### src/rtl/msgobj_pkg.sv
package msgobj_pkg;

  localparam int unsigned OBJ_COUNT = 32;
  localparam int unsigned SUMMARY_W = 16;

  typedef struct packed {
    logic newdat;
    logic intpnd;
    logic msglost;
    logic txrqst;
  } obj_flags_t;

endpackage

### src/rtl/mo_lowest_pick.sv
module mo_lowest_pick #(
  parameter int unsigned N = 32,
  parameter int unsigned W = (N > 1) ? $clog2(N) : 1
) (
  input  logic [N-1:0] req,
  output logic         hit,
  output logic [W-1:0] idx,
  output logic [N-1:0] grant
);

  // Isolate the lowest set bit, then encode it.
  always_comb begin
    grant = req & (~req + N'(1));
    hit   = |req;
    idx   = '0;
    for (int i = 0; i < N; i++) begin
      if (grant[i]) idx = W'(i);
    end
  end

endmodule

### src/rtl/mo_rx_pick.sv
module mo_rx_pick #(
  parameter int unsigned N = 32,
  parameter int unsigned W = (N > 1) ? $clog2(N) : 1
) (
  input  logic [N-1:0] obj_valid,
  input  logic [N-1:0] obj_is_tx,
  input  logic [N-1:0] obj_eob,
  input  logic [N-1:0] rx_match,
  input  logic [N-1:0] newdat,
  output logic         hit,
  output logic [W-1:0] sel,
  output logic [N-1:0] grant,
  output logic         overwrite
);

  logic [N-1:0] cand;
  logic [N-1:0] stop;

  // A candidate ends the scan when it is free or when it closes a full group.
  always_comb begin
    cand = obj_valid & ~obj_is_tx & rx_match;
    stop = cand & (~newdat | obj_eob);
  end

  mo_lowest_pick #(.N(N), .W(W)) u_pick (
    .req   (stop),
    .hit   (hit),
    .idx   (sel),
    .grant (grant)
  );

  assign overwrite = |(grant & newdat);

endmodule

### src/rtl/mo_flag_bank.sv
module mo_flag_bank
  import msgobj_pkg::*;
#(
  parameter int unsigned N = 32
) (
  input  logic         clk,
  input  logic         rst_n,
  input  logic [N-1:0] store_grant,
  input  logic [N-1:0] txdone_grant,
  input  logic [N-1:0] set_tx,
  input  logic [N-1:0] clr_nd,
  input  logic [N-1:0] clr_ip,
  input  logic [N-1:0] clr_ml,
  output logic [N-1:0] newdat,
  output logic [N-1:0] intpnd,
  output logic [N-1:0] msglost,
  output logic [N-1:0] txrqst
);

  for (genvar g = 0; g < N; g++) begin : g_obj
    obj_flags_t flg_q;
    obj_flags_t flg_d;
    logic       flg_en;

    // Next state: hardware sets take priority over software clears.
    always_comb begin
      flg_en         = store_grant[g] | txdone_grant[g] | set_tx[g]
                     | clr_nd[g] | clr_ip[g] | clr_ml[g];
      flg_d.newdat   = (flg_q.newdat & ~clr_nd[g]) | store_grant[g];
      flg_d.intpnd   = (flg_q.intpnd & ~clr_ip[g]) | store_grant[g]
                     | txdone_grant[g];
      flg_d.msglost  = (flg_q.msglost & ~clr_ml[g])
                     | (store_grant[g] & flg_q.newdat);
      flg_d.txrqst   = (flg_q.txrqst & ~txdone_grant[g]) | set_tx[g];
    end

    always_ff @(posedge clk or negedge rst_n) begin
      if (!rst_n) begin
        flg_q <= '0;
      end else if (flg_en) begin
        flg_q <= flg_d;
      end
    end

    assign newdat[g]  = flg_q.newdat;
    assign intpnd[g]  = flg_q.intpnd;
    assign msglost[g] = flg_q.msglost;
    assign txrqst[g]  = flg_q.txrqst;

    assert_store_sets_R3: assert property (@(posedge clk) disable iff (!rst_n)
      store_grant[g] |=> (flg_q.newdat && flg_q.intpnd));

    assert_lost_on_overwrite_R4: assert property (@(posedge clk) disable iff (!rst_n)
      (store_grant[g] && flg_q.newdat) |=> (flg_q.msglost && flg_q.newdat));

    assert_txdone_flags_R8: assert property (@(posedge clk) disable iff (!rst_n)
      (txdone_grant[g] && !set_tx[g]) |=> (flg_q.intpnd && !flg_q.txrqst));

    assert_txreq_set_R11: assert property (@(posedge clk) disable iff (!rst_n)
      set_tx[g] |=> flg_q.txrqst);
  end

endmodule

### src/rtl/msg_obj_arbiter.sv
module msg_obj_arbiter
  import msgobj_pkg::*;
#(
  parameter int unsigned N_OBJ = OBJ_COUNT,
  parameter int unsigned SUM_W = SUMMARY_W,
  parameter int unsigned IDX_W = (N_OBJ > 1) ? $clog2(N_OBJ) : 1
) (
  input  logic             clk,
  input  logic             rst_n,
  input  logic [N_OBJ-1:0] obj_valid,
  input  logic [N_OBJ-1:0] obj_is_tx,
  input  logic [N_OBJ-1:0] obj_eob,
  input  logic [N_OBJ-1:0] rx_match,
  input  logic             rx_store,
  input  logic [N_OBJ-1:0] tx_req_set,
  input  logic             tx_done,
  input  logic [N_OBJ-1:0] clr_newdat,
  input  logic [N_OBJ-1:0] clr_intpnd,
  input  logic [N_OBJ-1:0] clr_msglost,
  output logic             rx_hit,
  output logic [IDX_W-1:0] rx_sel,
  output logic             rx_overwrite,
  output logic             tx_pend,
  output logic [IDX_W-1:0] tx_sel,
  output logic [N_OBJ-1:0] newdat,
  output logic [N_OBJ-1:0] intpnd,
  output logic [N_OBJ-1:0] msglost,
  output logic [N_OBJ-1:0] txrqst,
  output logic [SUM_W-1:0] newdat_lo,
  output logic [SUM_W-1:0] intpnd_hi
);

  localparam int unsigned HI_BASE = N_OBJ - SUM_W;

  // Reset: asserted asynchronously, released on a clock edge.
  logic [1:0] rst_sync_q;
  logic       rst_s_n;

  always_ff @(posedge clk or negedge rst_n) begin
    if (!rst_n) begin
      rst_sync_q <= 2'b00;
    end else begin
      rst_sync_q <= {rst_sync_q[0], 1'b1};
    end
  end

  assign rst_s_n = rst_sync_q[1];

  // Receive target selection.
  logic [N_OBJ-1:0] rx_grant;

  mo_rx_pick #(.N(N_OBJ), .W(IDX_W)) u_rx_pick (
    .obj_valid (obj_valid),
    .obj_is_tx (obj_is_tx),
    .obj_eob   (obj_eob),
    .rx_match  (rx_match),
    .newdat    (newdat),
    .hit       (rx_hit),
    .sel       (rx_sel),
    .grant     (rx_grant),
    .overwrite (rx_overwrite)
  );

  // Transmit selection: lowest eligible request.
  logic [N_OBJ-1:0] tx_req_vec;
  logic [N_OBJ-1:0] tx_grant;

  assign tx_req_vec = txrqst & obj_valid & obj_is_tx;

  mo_lowest_pick #(.N(N_OBJ), .W(IDX_W)) u_tx_pick (
    .req   (tx_req_vec),
    .hit   (tx_pend),
    .idx   (tx_sel),
    .grant (tx_grant)
  );

  // Gate the one-hot grants with their event pulses.
  logic [N_OBJ-1:0] store_grant;
  logic [N_OBJ-1:0] txdone_grant;

  assign store_grant  = rx_grant & {N_OBJ{rx_store}};
  assign txdone_grant = tx_grant & {N_OBJ{tx_done}};

  mo_flag_bank #(.N(N_OBJ)) u_flags (
    .clk          (clk),
    .rst_n        (rst_s_n),
    .store_grant  (store_grant),
    .txdone_grant (txdone_grant),
    .set_tx       (tx_req_set),
    .clr_nd       (clr_newdat),
    .clr_ip       (clr_intpnd),
    .clr_ml       (clr_msglost),
    .newdat       (newdat),
    .intpnd       (intpnd),
    .msglost      (msglost),
    .txrqst       (txrqst)
  );

  // Packed summaries.
  assign newdat_lo = newdat[SUM_W-1:0];
  assign intpnd_hi = intpnd[HI_BASE +: SUM_W];

  assert_rx_target_ok_R2: assert property (@(posedge clk) disable iff (!rst_s_n)
    rx_hit |-> (obj_valid[rx_sel] && !obj_is_tx[rx_sel] && rx_match[rx_sel]));

  assert_tx_target_ok_R7: assert property (@(posedge clk) disable iff (!rst_s_n)
    tx_pend |-> (txrqst[tx_sel] && obj_valid[tx_sel] && obj_is_tx[tx_sel]));

  assert_tx_single_grant_R7: assert property (@(posedge clk) disable iff (!rst_s_n)
    $onehot0(tx_grant));

  assert_miss_ignored_R6: assert property (@(posedge clk) disable iff (!rst_s_n)
    (rx_store && !rx_hit && clr_newdat == '0) |=> $stable(newdat));

endmodule

### config.mk
export PLATFORM = sky130hd
export DESIGN_NAME = msg_obj_arbiter
export DESIGN_NICKNAME = d
export VERILOG_FILES = /design/src/rtl/msgobj_pkg.sv /design/src/rtl/mo_lowest_pick.sv /design/src/rtl/mo_rx_pick.sv /design/src/rtl/mo_flag_bank.sv /design/src/rtl/msg_obj_arbiter.sv
export SDC_FILE = /design/constraint.sdc
export NUM_CORES = 1
export LEC_CHECK = 0
export ABC_AREA = 1
export BUFFER_PORTS_ARGS = -buffer_cell sky130_fd_sc_hd__buf_2
export CAP_MARGIN = 10
export CORE_AREA = 2 2 166 168
export DETAILED_ROUTE_END_ITERATION = 10
export DIE_AREA = 0 0 168 170
export GPL_TIMING_DRIVEN = 1
export SKIP_CTS_REPAIR_TIMING = 1
export SLEW_MARGIN = 25
export SYNTH_ARGS = -nofsm -noshare
export SYNTH_HDL_FRONTEND = slang
export SYNTH_HIERARCHICAL = 1
export SYNTH_SLANG_ARGS = --single-unit
export TNS_END_PERCENT = 30
### constraint.sdc
create_clock -name clk -period 4.7 [get_ports clk]
set_clock_uncertainty 0.2 [all_clocks]
set_input_delay 0.94 -clock clk [delete_from_list [all_inputs] [get_ports clk]]
set_output_delay 0.94 -clock clk [all_outputs]
set_load 0.02 [all_outputs]
* Word level (Yosys, flattened, before mapping)
Cells that the tools add are included.
Cells by class: bitwise gates (word level) 623, add/sub/neg operators 2, reductions and logical operators 3, multiplexer cells 62
Operators with widths (number):
- AND 32 bit | 10
- bitwise OR 1 bit | 320
- two-way mux 5 bit | 46
- AND 1 bit | 160
- inverter 1 bit | 128
- inverter 32 bit | 4
- OR reduction 32 bit | 3
- adder 32 x 1 -> 32 bit (second input constant) | 2
- two-way mux 4 bit | 8
- bitwise OR 32 bit | 1
- two-way mux 3 bit | 4
- two-way mux 2 bit | 2
- two-way mux 1 bit | 2
Storage, ports and cells: logic and storage cells 819, flip-flop bits (word level) 130, input bits 260, output and inout bits 173

* Depth between registers and ports, before layout
depth after elaboration 38, depth in mapped cells 17, depth with buffers taken out 17

* Hierarchy
The synthesis kept the hierarchy.
By module, submodules not included:
- mo_flag_bank | cells an instance 640, area an instance 5124.9 µm², sequential area each 3203.1 µm², instances 1
- mo_lowest_pick | cells an instance 158, area an instance 828.3 µm², sequential area each 0.0 µm², instances 2
- msg_obj_arbiter | cells an instance 265, area an instance 1202.4 µm², sequential area each 50.0 µm², instances 1
- mo_rx_pick | cells an instance 159, area an instance 716.9 µm², sequential area each 0.0 µm², instances 1

* Worst setup path after synthesis
No wires, ideal clock.
path type input port to output port, from input rx_match[0], to output rx_overwrite, buffers on the path 0, path slack 0.982 ns, stages 17, arrival 2.578 ns, required time 3.560 ns, path through nand2_1 -> a211oi_1 -> nor2_4 -> nand2_4 -> nor2_8 -> nand4_4 -> nor2_4 -> nand2_4 -> nor2_2 -> nand3_2 -> inv_1 -> nand2_1 -> nand2_1 -> nor2_1 -> nand2_1 -> nor2_1 -> nand2_1
On the way: longest elaborated chain between the ends 7
RTL lines:
- from (decl) | line msg_obj_arbiter.sv:13 | input logic [N_OBJ-1:0] rx_match,
- AND 32 bit | line mo_rx_pick.sv:21 | cand = obj_valid & ~obj_is_tx & rx_match;
- AND 32 bit | line mo_rx_pick.sv:22 | stop = cand & (~newdat | obj_eob);
- net u_rx_pick.stop[0] | line mo_rx_pick.sv:17 | logic [N-1:0] stop;
- inverter 32 bit | line mo_lowest_pick.sv:13 | grant = req & (~req + N'(1));
- adder 32 x 1 -> 32 bit | line mo_lowest_pick.sv:13
- AND 32 bit | line mo_lowest_pick.sv:13
- net rx_grant[30] | line msg_obj_arbiter.sv:50 | logic [N_OBJ-1:0] rx_grant;
- AND 32 bit | line mo_rx_pick.sv:32 | assign overwrite = |(grant & newdat);
- OR reduction 32 bit | line mo_rx_pick.sv:32
- to (decl) | line msg_obj_arbiter.sv:22 | output logic rx_overwrite,
The timed path passes the listed nets, and every way through them passes these cells.

* Worst setup path after layout
from input obj_valid[4], to output rx_overwrite
On the way: longest elaborated chain between the ends 8
RTL lines:
- from (decl) | line msg_obj_arbiter.sv:10 | input logic [N_OBJ-1:0] obj_valid,
- AND 32 bit (2 in a row) | line mo_rx_pick.sv:21
- AND 32 bit | line mo_rx_pick.sv:22
- net u_rx_pick.stop[4] | line mo_rx_pick.sv:17
- inverter 32 bit | line mo_lowest_pick.sv:13
- adder 32 x 1 -> 32 bit | line mo_lowest_pick.sv:13
- AND 32 bit | line mo_lowest_pick.sv:13
- net rx_grant[30] | line msg_obj_arbiter.sv:50
- AND 32 bit | line mo_rx_pick.sv:32
- OR reduction 32 bit | line mo_rx_pick.sv:32
The timed path passes the listed nets, and every way through them passes these cells.

==> results.md <==
* Initial antenna violation count at 0
* Yosys reg bits at 130
* Area grow syn2layout at 35.45%
* Worst Path Arrival at 3.27 ns
* Power share of the clock group at 46.1%
* CTS tree: yes
* Number of global-route vias before repair at 8870
* Total GRT Usage at 21.65%
* P_int at 2.243 mW
* Hpwl dp at 26040 um
* Wirelength, routed at 31240 um
* Max_cap viols at 0
* Via count at 9427
* Number of remaining DRC errors at 0
* Kind of critical path: in2out
* CP startpoint kind: primary input
* Hold/Removal Path Class: in2async
* CP Max Fanout at 5
* Post-synth EDFFs at 0
* Count of antenna-violating nets left after detailed routing at 0
* Yosys warnings at 6
* # nets final at 2074
* FP Rows at 60
* RSZ-0062 raised after global routing: false
* Die width at 168 um
* IO Pins at 433
* Worst vdd ir at 0.0001451 V
* IO buf count at 432
* Vias per cell at 4.348
* Initial Utilization at 32.65%
* Critical path data required time at 3.56 ns
* Sum Neg Setup Slack at 0 ns
* H-tree depth at 4
* Top cell type's share of synthesized area at 37.39%
* Power share of the combinational group at 16.6%
* Setup violations, final at 0
* Seq/Total Area, Yosys at 37.39%
* Share of cells above drive strength 1 at 29.01%
* Main synth FF type: dfrtp_1
* PwrDens at 267.5 nW/um2
* Status: finished, final reports clean
* List of most frequent post-synthesis cells: nand2_1 (497), inv_1 (402), nor2_1 (144), dfrtp_1 (130), buf_4 (34)
* Total grt overflow at 0
* Yosys cell types at 27
* Clk sink count at 130
* Flop pwr share at 37.2%
* Number of diodes at 0
* Synthesized net count at 1640
* RePlAce Congestion at 0.9031
* Async SR Flop Fraction at 100.0%
* Routed len/inst at 14.41 um
* Psw at 0.9095 mW
* Final hold violation count at 0
* Crit path time final at 4.408 ns
* Initial DRC count at 564
* CP endpoint kind: output port
* P_leak at 8.042 nW
* Period utilization at 93.79%
* Root buffer selected by CTS: clkbuf_16
* Drt first pass iters at 5
* Worst slew pin tran at 0.8296 ns
* Mapped Cells at 1380
* Core Util, Final at 44.22%
* Worst-path clk slew at 0.07 ns
* Die H at 170 um
* TritonCTS buffer count at 17
* Total Power at 3.152 mW
* Cell accounting for the most synthesized area: dfrtp_1
* Mean Syn Cell Area at 6.305 um2
* Clock Path Buffers at 2
* Most numerous cell in the Yosys netlist: nand2_1
* Worst-skew pair later-pin latency at 0.43 ns
* Largest net degree at the start of global routing at 69
* Core footprint at 26650 um2
* Mapped Area at 8701 um2
* Worst slew margin at 44.70%
* Top cells by area, synth: dfrtp_1 (37%), nand2_1 (21%), inv_1 (17%)
* First-pass GRT wire length at 47460 um
* Fin. max-slew vios at 0
* Worst reg2reg path startpoint: u_flags/newdat[4]
* Sw Ratio at 28.85%
* Max Freq at 0.2268 GHz
* Crit. Startpoint: obj_valid[4]
* Die Footprint at 28560 um2
==> power groups by stage <==
stage                     sequential [mW]  combinational [mW]  clock, mW
after floorplan                      1.22               0.255          0
after global placement               1.19               0.522          0
after detailed placement             1.19               0.526          0
after CTS                            1.18               0.528       1.49
after global routing                 1.18               0.581       1.54
final                                1.17               0.525       1.45
==> per-layer routing <==
layer	GRT usage, %	part of all wire [%]
met1	27.71	43
met2	37.55	48
met3	3.558	6.5
met4	6.541	1.9
met5	0	0
==> sequential cells by signal, summed over array words and instances (netlist names) <==
register,cells
u_flags/txrqst,32
rst_sync_q,2
u_flags/msglost,32
u_flags/newdat,32
u_flags/intpnd,32
==> cells in the final DEF (no fill, tap or decap), types with 17 or more instances in the layout <==
cell type	instances
nor3_1	26
nand2_1	497
nand4_1	24
a211oi_1	32
inv_1	402
nand3_1	20
dfrtp_1	129
buf_4	22
buf_2	432
clkbuf_16	17
nor2_1	144
==> path summary, 6_finish.rpt <==
kind / end / slack [ns] / cells past startpoint
setup / recovery: rx_overwrite / 0.29 / 20
hold / removal: rst_sync_q[0] / 0.08 / 1
setup reg to reg: u_flags/newdat[22] / 2.12 / 13
hold reg to reg: rst_sync_q[1] / 0.16 / 0
max in group asynchronous: u_flags/txrqst[8] / 3.20 / 1
min in group clk: rst_sync_q[1] / 0.16 / 0
==> kinds of logic after synthesis <==
logic type      Yosys count  share of synthesized area, %
simple gates            763                         38.01
buf+inv                 444                         21.14
flops                   130                         37.39
compound gates           42                         3.423
other cells               1                       0.04310
==> final cells by class <==
type                            count  area (um2)
Clock buffer                       20       446.7
Clock inverter                     12       182.7
Fill cell                        2875       14870
Inverter                          404        1516
Multi-Input combinational cell    806        3608
Sequential cell                   130        3257
Tap cell                          341       426.7
Timing Repair Buffer              455        2347
==> stage by stage <==
stage                     worst slack (ns)  std cells  cell area, um2  hold WS, ns
after floorplan                     0.6099       1380            8701       0.1312
after global placement              0.3404       2136           11160       0.1338
after detailed placement            0.3272       2136           11160       0.1451
after CTS                           0.3134       2168           11790      0.06861
after global routing                0.1113       2168           11790      0.06275
final                               0.2917       2168           11790      0.08287
==> critical path: stages <==
cell and delay (ns):
buf_2 0.11, nand2_1 0.05, a211oi_1 0.05, buf_4 0.16
nor2_2 0.24, nand2_4 0.12, nor2_8 0.15, nand4_4 0.15
nor2_4 0.16, nand2_4 0.09, nor2_2 0.13, nand3_2 0.10
inv_1 0.12, nand2_1 0.06, nand2_1 0.10, nor2_1 0.07
nand2_1 0.05, nor2_1 0.04, nand2_1 0.16, buf_2 0.20
(Power assumes the default switching activity.)
